`config.mk`:
```
export PLATFORM = sky130hd
export DESIGN_NAME = trap_ret_unit
export DESIGN_NICKNAME = d
export VERILOG_FILES = /design/src/rtl/trap_ret_pkg.sv /design/src/rtl/tr_sret_calc.sv /design/src/rtl/tr_mret_calc.sv /design/src/rtl/trap_ret_unit.sv
export SDC_FILE = /design/constraint.sdc
export NUM_CORES = 1
export LEC_CHECK = 0
export ABC_AREA = 1
export BUFFER_PORTS_ARGS = -buffer_cell sky130_fd_sc_hd__buf_2
export CAP_MARGIN = 15
export CORE_UTILIZATION = 39
export DETAILED_ROUTE_END_ITERATION = 16
export MAX_ROUTING_LAYER = met4
export PLACE_DENSITY = 0.82
export RECOVER_POWER = 100
export SETUP_SLACK_MARGIN = 0.15
export SKIP_CTS_REPAIR_TIMING = 1
export SLEW_MARGIN = 40
export SYNTH_ARGS = -nofsm -noshare
export SYNTH_HDL_FRONTEND = slang
export SYNTH_SLANG_ARGS = --single-unit
```
`constraint.sdc`:
```
create_clock -name clk -period 0.8 [get_ports clk]
set_input_delay 0.04 -clock clk [delete_from_list [all_inputs] [get_ports clk]]
set_output_delay 0.04 -clock clk [all_outputs]
set_load 0.03 [all_outputs]
```
`src/rtl/trap_ret_pkg.sv`:
```
package trap_ret_pkg;
    localparam int ST_W = 10;

    localparam int ST_SIE  = 0;
    localparam int ST_SPIE = 1;
    localparam int ST_SPP  = 2;
    localparam int ST_MIE  = 3;
    localparam int ST_MPIE = 4;
    localparam int ST_MPPL = 5;
    localparam int ST_MPPH = 6;
    localparam int ST_MPV  = 7;
    localparam int ST_MPRV = 8;
    localparam int ST_TSR  = 9;

    localparam logic [1:0] PRIV_U = 2'd0;
    localparam logic [1:0] PRIV_S = 2'd1;
    localparam logic [1:0] PRIV_M = 2'd3;

    localparam logic [4:0] CAUSE_MISALIGN = 5'd0;
    localparam logic [4:0] CAUSE_ACCESS   = 5'd1;
    localparam logic [4:0] CAUSE_ILLEGAL  = 5'd2;
    localparam logic [4:0] CAUSE_VIRT     = 5'd22;

    typedef struct packed {
        logic            exc;
        logic [4:0]      cause;
        logic [1:0]      priv;
        logic            virt;
        logic [ST_W-1:0] stat;
        logic            spv;
        logic            swap;
    } ret_res_t;

    typedef struct packed {
        logic     done;
        ret_res_t res;
    } unit_state_t;
endpackage

```
`src/rtl/tr_sret_calc.sv`:
```
module tr_sret_calc
    import trap_ret_pkg::*;
(
    input  logic [1:0]      cur_priv_i,
    input  logic            cur_virt_i,
    input  logic [ST_W-1:0] stat_i,
    input  logic            spv_i,
    input  logic            vtsr_i,
    input  logic [1:0]      pc_low_i,
    input  logic            has_c_i,
    input  logic            has_h_i,
    input  logic            v112_i,
    output ret_res_t        res_o
);
    always_comb begin
        res_o       = '0;
        res_o.priv  = cur_priv_i;
        res_o.virt  = cur_virt_i;
        res_o.stat  = stat_i;
        res_o.spv   = spv_i;
        if (cur_priv_i < PRIV_S) begin
            res_o.exc   = 1'b1;
            res_o.cause = CAUSE_ILLEGAL;
        end else if (!has_c_i && (pc_low_i != 2'b00)) begin
            res_o.exc   = 1'b1;
            res_o.cause = CAUSE_MISALIGN;
        end else if (stat_i[ST_TSR] && (cur_priv_i != PRIV_M)) begin
            res_o.exc   = 1'b1;
            res_o.cause = CAUSE_ILLEGAL;
        end else if (cur_virt_i && vtsr_i) begin
            res_o.exc   = 1'b1;
            res_o.cause = CAUSE_VIRT;
        end else begin
            res_o.priv           = stat_i[ST_SPP] ? PRIV_S : PRIV_U;
            res_o.stat[ST_SIE]   = stat_i[ST_SPIE];
            res_o.stat[ST_SPIE]  = 1'b1;
            res_o.stat[ST_SPP]   = 1'b0;
            if (v112_i) begin
                res_o.stat[ST_MPRV] = 1'b0;
            end
            if (has_h_i && !cur_virt_i) begin
                res_o.virt = spv_i;
                res_o.spv  = 1'b0;
                res_o.swap = spv_i;
            end
        end
    end
endmodule

```
`src/rtl/tr_mret_calc.sv`:
```
module tr_mret_calc
    import trap_ret_pkg::*;
(
    input  logic [1:0]      cur_priv_i,
    input  logic            cur_virt_i,
    input  logic [ST_W-1:0] stat_i,
    input  logic            spv_i,
    input  logic [1:0]      pc_low_i,
    input  logic            has_c_i,
    input  logic            has_u_i,
    input  logic            has_h_i,
    input  logic            pmp_empty_i,
    input  logic            v112_i,
    output ret_res_t        res_o
);
    logic [1:0] tgt_priv;
    logic       tgt_virt;

    assign tgt_priv = stat_i[ST_MPPH:ST_MPPL];
    assign tgt_virt = stat_i[ST_MPV] && (tgt_priv != PRIV_M);

    always_comb begin
        res_o       = '0;
        res_o.priv  = cur_priv_i;
        res_o.virt  = cur_virt_i;
        res_o.stat  = stat_i;
        res_o.spv   = spv_i;
        if (cur_priv_i != PRIV_M) begin
            res_o.exc   = 1'b1;
            res_o.cause = CAUSE_ILLEGAL;
        end else if (!has_c_i && (pc_low_i != 2'b00)) begin
            res_o.exc   = 1'b1;
            res_o.cause = CAUSE_MISALIGN;
        end else if (pmp_empty_i && (tgt_priv != PRIV_M)) begin
            res_o.exc   = 1'b1;
            res_o.cause = CAUSE_ACCESS;
        end else begin
            res_o.priv                 = tgt_priv;
            res_o.stat[ST_MIE]         = stat_i[ST_MPIE];
            res_o.stat[ST_MPIE]        = 1'b1;
            res_o.stat[ST_MPPH:ST_MPPL] = has_u_i ? PRIV_U : PRIV_M;
            res_o.stat[ST_MPV]         = 1'b0;
            if (v112_i && (tgt_priv != PRIV_M)) begin
                res_o.stat[ST_MPRV] = 1'b0;
            end
            if (has_h_i) begin
                res_o.virt = tgt_virt;
                res_o.swap = tgt_virt;
            end
        end
    end
endmodule

```
`src/rtl/trap_ret_unit.sv`:
```
module trap_ret_unit
    import trap_ret_pkg::*;
#(
    parameter int XLEN = 32
) (
    input  logic            clk,
    input  logic            rst_n,
    input  logic            req_valid_i,
    input  logic            req_mret_i,
    input  logic [1:0]      cur_priv_i,
    input  logic            cur_virt_i,
    input  logic [ST_W-1:0] stat_i,
    input  logic            spv_i,
    input  logic            vtsr_i,
    input  logic [XLEN-1:0] sepc_i,
    input  logic [XLEN-1:0] mepc_i,
    input  logic            has_c_i,
    input  logic            has_u_i,
    input  logic            has_h_i,
    input  logic            pmp_empty_i,
    input  logic            v112_i,
    output logic            done_o,
    output logic            exc_o,
    output logic [4:0]      cause_o,
    output logic [1:0]      priv_o,
    output logic            virt_o,
    output logic [ST_W-1:0] stat_o,
    output logic            spv_o,
    output logic [XLEN-1:0] ret_pc_o,
    output logic            swap_o
);
    localparam int ALIGN_W = 2;

    ret_res_t          s_res;
    ret_res_t          m_res;
    unit_state_t       st_d, st_q;
    logic [XLEN-1:0]   pc_d, pc_q;

    tr_sret_calc u_sret (
        .cur_priv_i (cur_priv_i),
        .cur_virt_i (cur_virt_i),
        .stat_i     (stat_i),
        .spv_i      (spv_i),
        .vtsr_i     (vtsr_i),
        .pc_low_i   (sepc_i[ALIGN_W-1:0]),
        .has_c_i    (has_c_i),
        .has_h_i    (has_h_i),
        .v112_i     (v112_i),
        .res_o      (s_res)
    );

    tr_mret_calc u_mret (
        .cur_priv_i  (cur_priv_i),
        .cur_virt_i  (cur_virt_i),
        .stat_i      (stat_i),
        .spv_i       (spv_i),
        .pc_low_i    (mepc_i[ALIGN_W-1:0]),
        .has_c_i     (has_c_i),
        .has_u_i     (has_u_i),
        .has_h_i     (has_h_i),
        .pmp_empty_i (pmp_empty_i),
        .v112_i      (v112_i),
        .res_o       (m_res)
    );

    always_comb begin
        st_d          = st_q;
        st_d.done     = 1'b0;
        st_d.res.exc  = 1'b0;
        st_d.res.swap = 1'b0;
        pc_d          = pc_q;
        if (req_valid_i) begin
            st_d.done = 1'b1;
            st_d.res  = req_mret_i ? m_res : s_res;
            pc_d      = req_mret_i ? mepc_i : sepc_i;
        end
    end

    always_ff @(posedge clk or negedge rst_n) begin
        if (!rst_n) begin
            st_q          <= '0;
            st_q.res.priv <= PRIV_M;
            pc_q          <= '0;
        end else begin
            st_q <= st_d;
            pc_q <= pc_d;
        end
    end

    assign done_o   = st_q.done;
    assign exc_o    = st_q.res.exc;
    assign cause_o  = st_q.res.cause;
    assign priv_o   = st_q.res.priv;
    assign virt_o   = st_q.res.virt;
    assign stat_o   = st_q.res.stat;
    assign spv_o    = st_q.res.spv;
    assign swap_o   = st_q.res.swap;
    assign ret_pc_o = pc_q;
endmodule

```
---- After elaboration in Yosys (flattened, before gate mapping) ----
Index checks and enable logic that the tools add are counted.
Widths: inputs -> output; s select.
word-level totals
  memory bits (read-only) ................. 0
  memories kept ........................... 0
  bits in registers ....................... 54
  input port bits ......................... 88
  bits in latches ......................... 0
  logic and storage cells ................. 63
  bits in writable memories ............... 0
  output and inout port bits .............. 54
cells by class
  bitwise operators ....................... 0
  reductions and logical operators ........ 12
  divide/modulo/power cells ............... 0
  add/sub/neg operators ................... 0
  shift-type cells ........................ 0
  magnitude comparators ................... 1
  equal/unequal tests ..................... 2
  multiplexer cells ....................... 39
  multipliers ............................. 0
operators with widths
  operator            count
  $mux 6              10
  $mux 32             1
  $mux 22             1
  $mux 21             1
  $mux 3              7
  $mux 5              4
  $mux 1              13
  $logic_and 1x1->1   8
  $mux 2              2
  $ne 2x2->1 const B  2
  $reduce_bool 2->1   2
  $logic_not 1->1     2
  $lt 2x1->1 const B  1

---- Logic depth before layout (Yosys ltp) ----
  word-level depth ........................ 9
  gate-level depth with buffers ........... 9
  depth with buffers taken out ............ 9

---- Hierarchy ----
A second synthesis with hierarchy kept.
second synthesis, totals
  cell total of the unflattened synthesis .. 543
  area, all modules ....................... 3,494.6 sq um
modules (own cells, without submodules)
  module         area an instance (sq um)  cells an instance  times used
  trap_ret_unit  2,945.3                   441                1
  tr_mret_calc   281.5                     53                 1
  tr_sret_calc   267.8                     49                 1

---- Worst setup path after synthesis ----
Ideal clock, no wire load.
  path kind ............................... register to register
  from .................................... register cause_o[2] (netlist name)
  to ...................................... register st_q (netlist bit cause_o[2])
  required time ........................... 0.679 ns
  setup time .............................. 0.121 ns
  arrival ................................. 0.738 ns
  path slack .............................. -0.058 ns
  stages on the path, launching flop included .. 2
  period minus slack after synthesis ...... 0.858 ns
  cells stage by stage .................... dfrtp_1 > a22o_1
RTL lines
  item                    line                 RTL
  end signal: assignment  trap_ret_unit.sv:85  st_q <= st_d;
  end: declaration        trap_ret_unit.sv:36  unit_state_t st_d, st_q;

---- Final worst setup path ----
  from .................................... register st_q (netlist bit priv_o[0])
  to ...................................... output priv_o[0]
RTL lines
  item              line                 RTL
  end: declaration  trap_ret_unit.sv:25  output logic [1:0] priv_o,
No word-level cell between the ends.

==> results <==
- The number of nets in the synthesized netlist is 390.
- Setup repair after global routing could not meet its margin everywhere.
- Along the worst hold path, the cell count comes to 4.
- The leading cell type by number of instances after synthesis is sky130_fd_sc_hd__nand2_1.
- The number of hold violations in the final report came to 3.
- The worst hold path class is in2reg.
- The port buffer count is 140.
- The max-slew violation count came to 0.
- The startpoint kind of the worst setup timing path is a flip-flop.
- The final setup slack of the worst path is -0.234 ns.
- The later pin in the worst-skew pair is clocked with a latency of 0.30 ns.
- The data required time at the worst endpoint is 0.76 ns.
- The distinct cell type count after synthesis is 27.
- The critical path endpoint category is an output pin.
- The longest clock path from root to sink contains 2 buffers.
- The peak per-stage delay on the critical path is 0.56 ns.
- Among all stages on the critical path, the largest delay is contributed by sky130_fd_sc_hd__dfstp_2.
- The standby leakage power is 1.96 nW.
- The final layout contains routed wiring with a total length of 7490 µm.
- met2 is the most crowded layer.
- The die outline height is 80.9 µm.
- The clock arrives with 0 ns of skew.
- The post-DP HPWL is 4980 µm.
- The first routing iteration left 53 violations.
- The mapped cell area is 2430 µm².
- The number of sinks handled by clock tree synthesis is 52.
- For this run, asynchronously set or reset flops after synthesis account for 1.00.
- The core region is 5960 µm².
- The number of antenna violations at the first check in global routing is 0.
- Along the worst path, the maximum fanout reaches 2.
- The worst-margin pin slew is 0.685 ns.
- 142 I/O pins were placed.
- The die extent in x is 80.9 µm.
- The synthesized area per cell is 8.04 µm².
- Once layout is done, the placed cells without fillers occupy 4080 µm².
- The number of cells traversed by the worst register-to-register path is 3.
- After clock tree synthesis, the clock-pin slew on the worst setup and hold paths is 0.10 ns.
- The total number of H-tree levels is 2.
- The kind of cell with the highest combined delay on the critical path is flip-flops.
- Yosys attributes the largest share of cell area to sky130_fd_sc_hd__dfrtp_1 52%, sky130_fd_sc_hd__o21ai_0 13%, sky130_fd_sc_hd__nand2_1 11%, sky130_fd_sc_hd__nor2_1 7.9%, sky130_fd_sc_hd__dfstp_2 2.2%.
- The library cell occupying the most area in the post-synthesis netlist is sky130_fd_sc_hd__dfrtp_1.
- The data arrival time at the worst-slack endpoint is 0.99 ns.
- The critical path is of the reg2out type.
- The number of buffers and inverters on the critical path is 1.
- The repair_antennas step left the layout with diodes totalling 0.
- The synthesized design contains 0 enable-type register cells.
- The share of the synthesized area in the top cell type is 0.515.
- The floorplan has 28 rows.
- Across all hold checks on the routed design, the worst slack comes to -0.0122 ns.
- The final reports fail on hold timing, setup timing.
- The post-synthesis cell count is 302.
- The remaining number of nets flagged by the antenna check after routing is 0.
- Ranked by instance count, the synthesized netlist is headed by 70 x sky130_fd_sc_hd__nand2_1, 63 x sky130_fd_sc_hd__o21ai_0, 51 x sky130_fd_sc_hd__nor2_1.
- The detailed-route DRC error count is 0.
- The via density per instance is 4.94.
- The met3 track demand over resource is 0.0416.
- The post-route minimum period is 1.03 ns.
- For this run, the share of the core covered by cells in the final layout is 0.685.
- The tool flagged a number of max-cap violations equal to 0.
- The worst slew margin relative to its limit is 0.544.
- Based on the critical path, the design can be clocked at up to 0.967 GHz.
- In this run, CTS created clock tree buffers numbering 5.
- The dominant register cell in the synthesized netlist is sky130_fd_sc_hd__dfrtp_1.
- The total iterations of the first detailed-routing run is 4.
- The buffer cell driving the clock tree root is sky130_fd_sc_hd__clkbuf_8.
- During synthesis, Yosys emitted a total of 0 warnings.
- The flow ran to the end, but the final reports show violations.
- The via count is 2668.
- Setup violations remaining at the end of the flow were counted as 75.
- The area of placed instances is 3480 µm².
- In this run the power density over the cells is 1690 nW/µm².
- The area of the die is 6540 µm².
- In this run the number of cells on the critical path is 1.
- Of the available clock period, the critical path in the final layout requires 1.29.
- After global routing the overflow that remains totals 0.
- The number of global-route vias before repair is 2372.
- The routability-driven placement congestion ratio is 0.934.
- TritonCTS built the clock tree.
- Summing internal, switching and leakage power gives 6.90 mW.
- The fraction of the yosys area taken by sequential cells is 0.537.
- The largest net degree at the start of global routing is 53.
- The critical path goes through buf_6.
- The highest ir drop seen on vdd is 0.818 mV.
- The global router's overall resource usage is 0.220.
- In the global route stage, met1 resource usage came out at 0.261.
- The register bit total from synthesis is 52.
- The met2 demand-to-capacity share in global routing is 0.380.
- The area growth from synthesis to layout is 68.0%.
- The starting density of the core is 0.408.
- Of the cells placed in the final design, the portion with a size suffix greater than 1 is 0.542.
- The pre-CTS worst setup slack is -0.315 ns.
- In the final routed layout, each cell accounts on average for 13.9 µm.
- The first global-routing pass estimated 10800 µm of wire.
- The net count of the finished layout is 552.
[layer usage]
metal	share of wire	wire length [µm]	vias to the layer above
met4	0.014	105	0
met2	0.51	3850	105
met3	0.054	406	11
met5	0	0	-
li1	-	-	1308
met1	0.42	3120	1244
[area by class of cell]
type,count,area (µm²)
Clock buffer,6,82.6
Clock inverter,2,10.0
Fill cell,489,1880
Inverter,11,41.3
Multi-Input combinational cell,221,1090
Sequential cell,52,1360
Tap cell,75,93.8
Timing Repair Buffer,173,1400
[where the power goes]
group / switching, mW / internal [mW]
combinational: 1.22 / 1.01
clock: 0.848 / 0.692
sequential: 0.196 / 2.93
[metrics by stage]
stage          cells  TNS (ns)
2_1_floorplan    302   -0.0531
3_3_place_gp     521     -5.67
3_5_place_dp     521     -6.98
4_1_cts          529     -7.32
5_1_grt          540    -10.61
6_report         540     -6.42
[cells in the final DEF, fill, tap and decap left out, types with 2 or more instances in the layout]
| master | netlist | routed |
|---|---|---|
| sky130_fd_sc_hd__o21ai_0 | 63 | 48 |
| sky130_fd_sc_hd__nor2_1 | 51 | 42 |
| sky130_fd_sc_hd__o21ai_2 | 0 | 2 |
| sky130_fd_sc_hd__o21ai_1 | 4 | 17 |
| sky130_fd_sc_hd__dfstp_2 | 2 | 2 |
| sky130_fd_sc_hd__buf_6 | 0 | 60 |
| sky130_fd_sc_hd__clkinv_2 | 0 | 2 |
| sky130_fd_sc_hd__nand2_4 | 0 | 2 |
| sky130_fd_sc_hd__dfrtp_1 | 50 | 5 |
| sky130_fd_sc_hd__nor2_4 | 1 | 4 |
| sky130_fd_sc_hd__nor2_2 | 0 | 6 |
| sky130_fd_sc_hd__buf_12 | 0 | 6 |
| sky130_fd_sc_hd__a21oi_1 | 10 | 10 |
| sky130_fd_sc_hd__nand3_1 | 9 | 9 |
| sky130_fd_sc_hd__inv_2 | 1 | 3 |
| sky130_fd_sc_hd__dlygate4sd3_1 | 0 | 4 |
| sky130_fd_sc_hd__a31oi_1 | 2 | 2 |
| sky130_fd_sc_hd__inv_1 | 10 | 8 |
| sky130_fd_sc_hd__clkbuf_8 | 0 | 6 |
| sky130_fd_sc_hd__dfrtp_2 | 0 | 45 |
| sky130_fd_sc_hd__nand2_2 | 1 | 8 |
| sky130_fd_sc_hd__buf_2 | 2 | 82 |
| sky130_fd_sc_hd__nand2_1 | 70 | 60 |
| sky130_fd_sc_hd__buf_4 | 2 | 19 |
[final timing paths]
path	slack (ns)	end	startpoint
max in group asynchronous	0.13	ret_pc_o[9]	rst_n
max reg2reg	-0.02	stat_o[1]	stat_o[1]
max	-0.23	priv_o[0]	priv_o[0]
min in group asynchronous	0.30	stat_o[4]	rst_n
min	-0.01	stat_o[8]	v112_i
min reg2reg	0.48	priv_o[1]	priv_o[1]
[sequential cells by signal (all words and copies together), names as in the netlist]
| signal | count |
|---|---|
| ret_pc_o | 32 |
| stat_o | 10 |
| cause_o | 3 |
| priv_o | 2 |
| done_o | 1 |
| exc_o | 1 |
| spv_o | 1 |
| swap_o | 1 |
| virt_o | 1 |
[worst min-delay path, delay by kind of cell]
family / cells / cell delay [ns]
AND/OR/NAND/NOR: 3 / 0.15
buffers and inverters: 1 / 0.08
[cell families (layout without fill, tap and decap cells)]
group                  Yosys count  in the layout  share of synthesized area
AND/OR/NAND/NOR                137            137                      0.230
AO/OA/AOI/OAI                   83             83                      0.182
flip-flops                      52             52                      0.537
buffers and inverters           29            192                     0.0490
other                            1              1                    0.00154
Note: power is estimated with default switching activity, not from simulation.
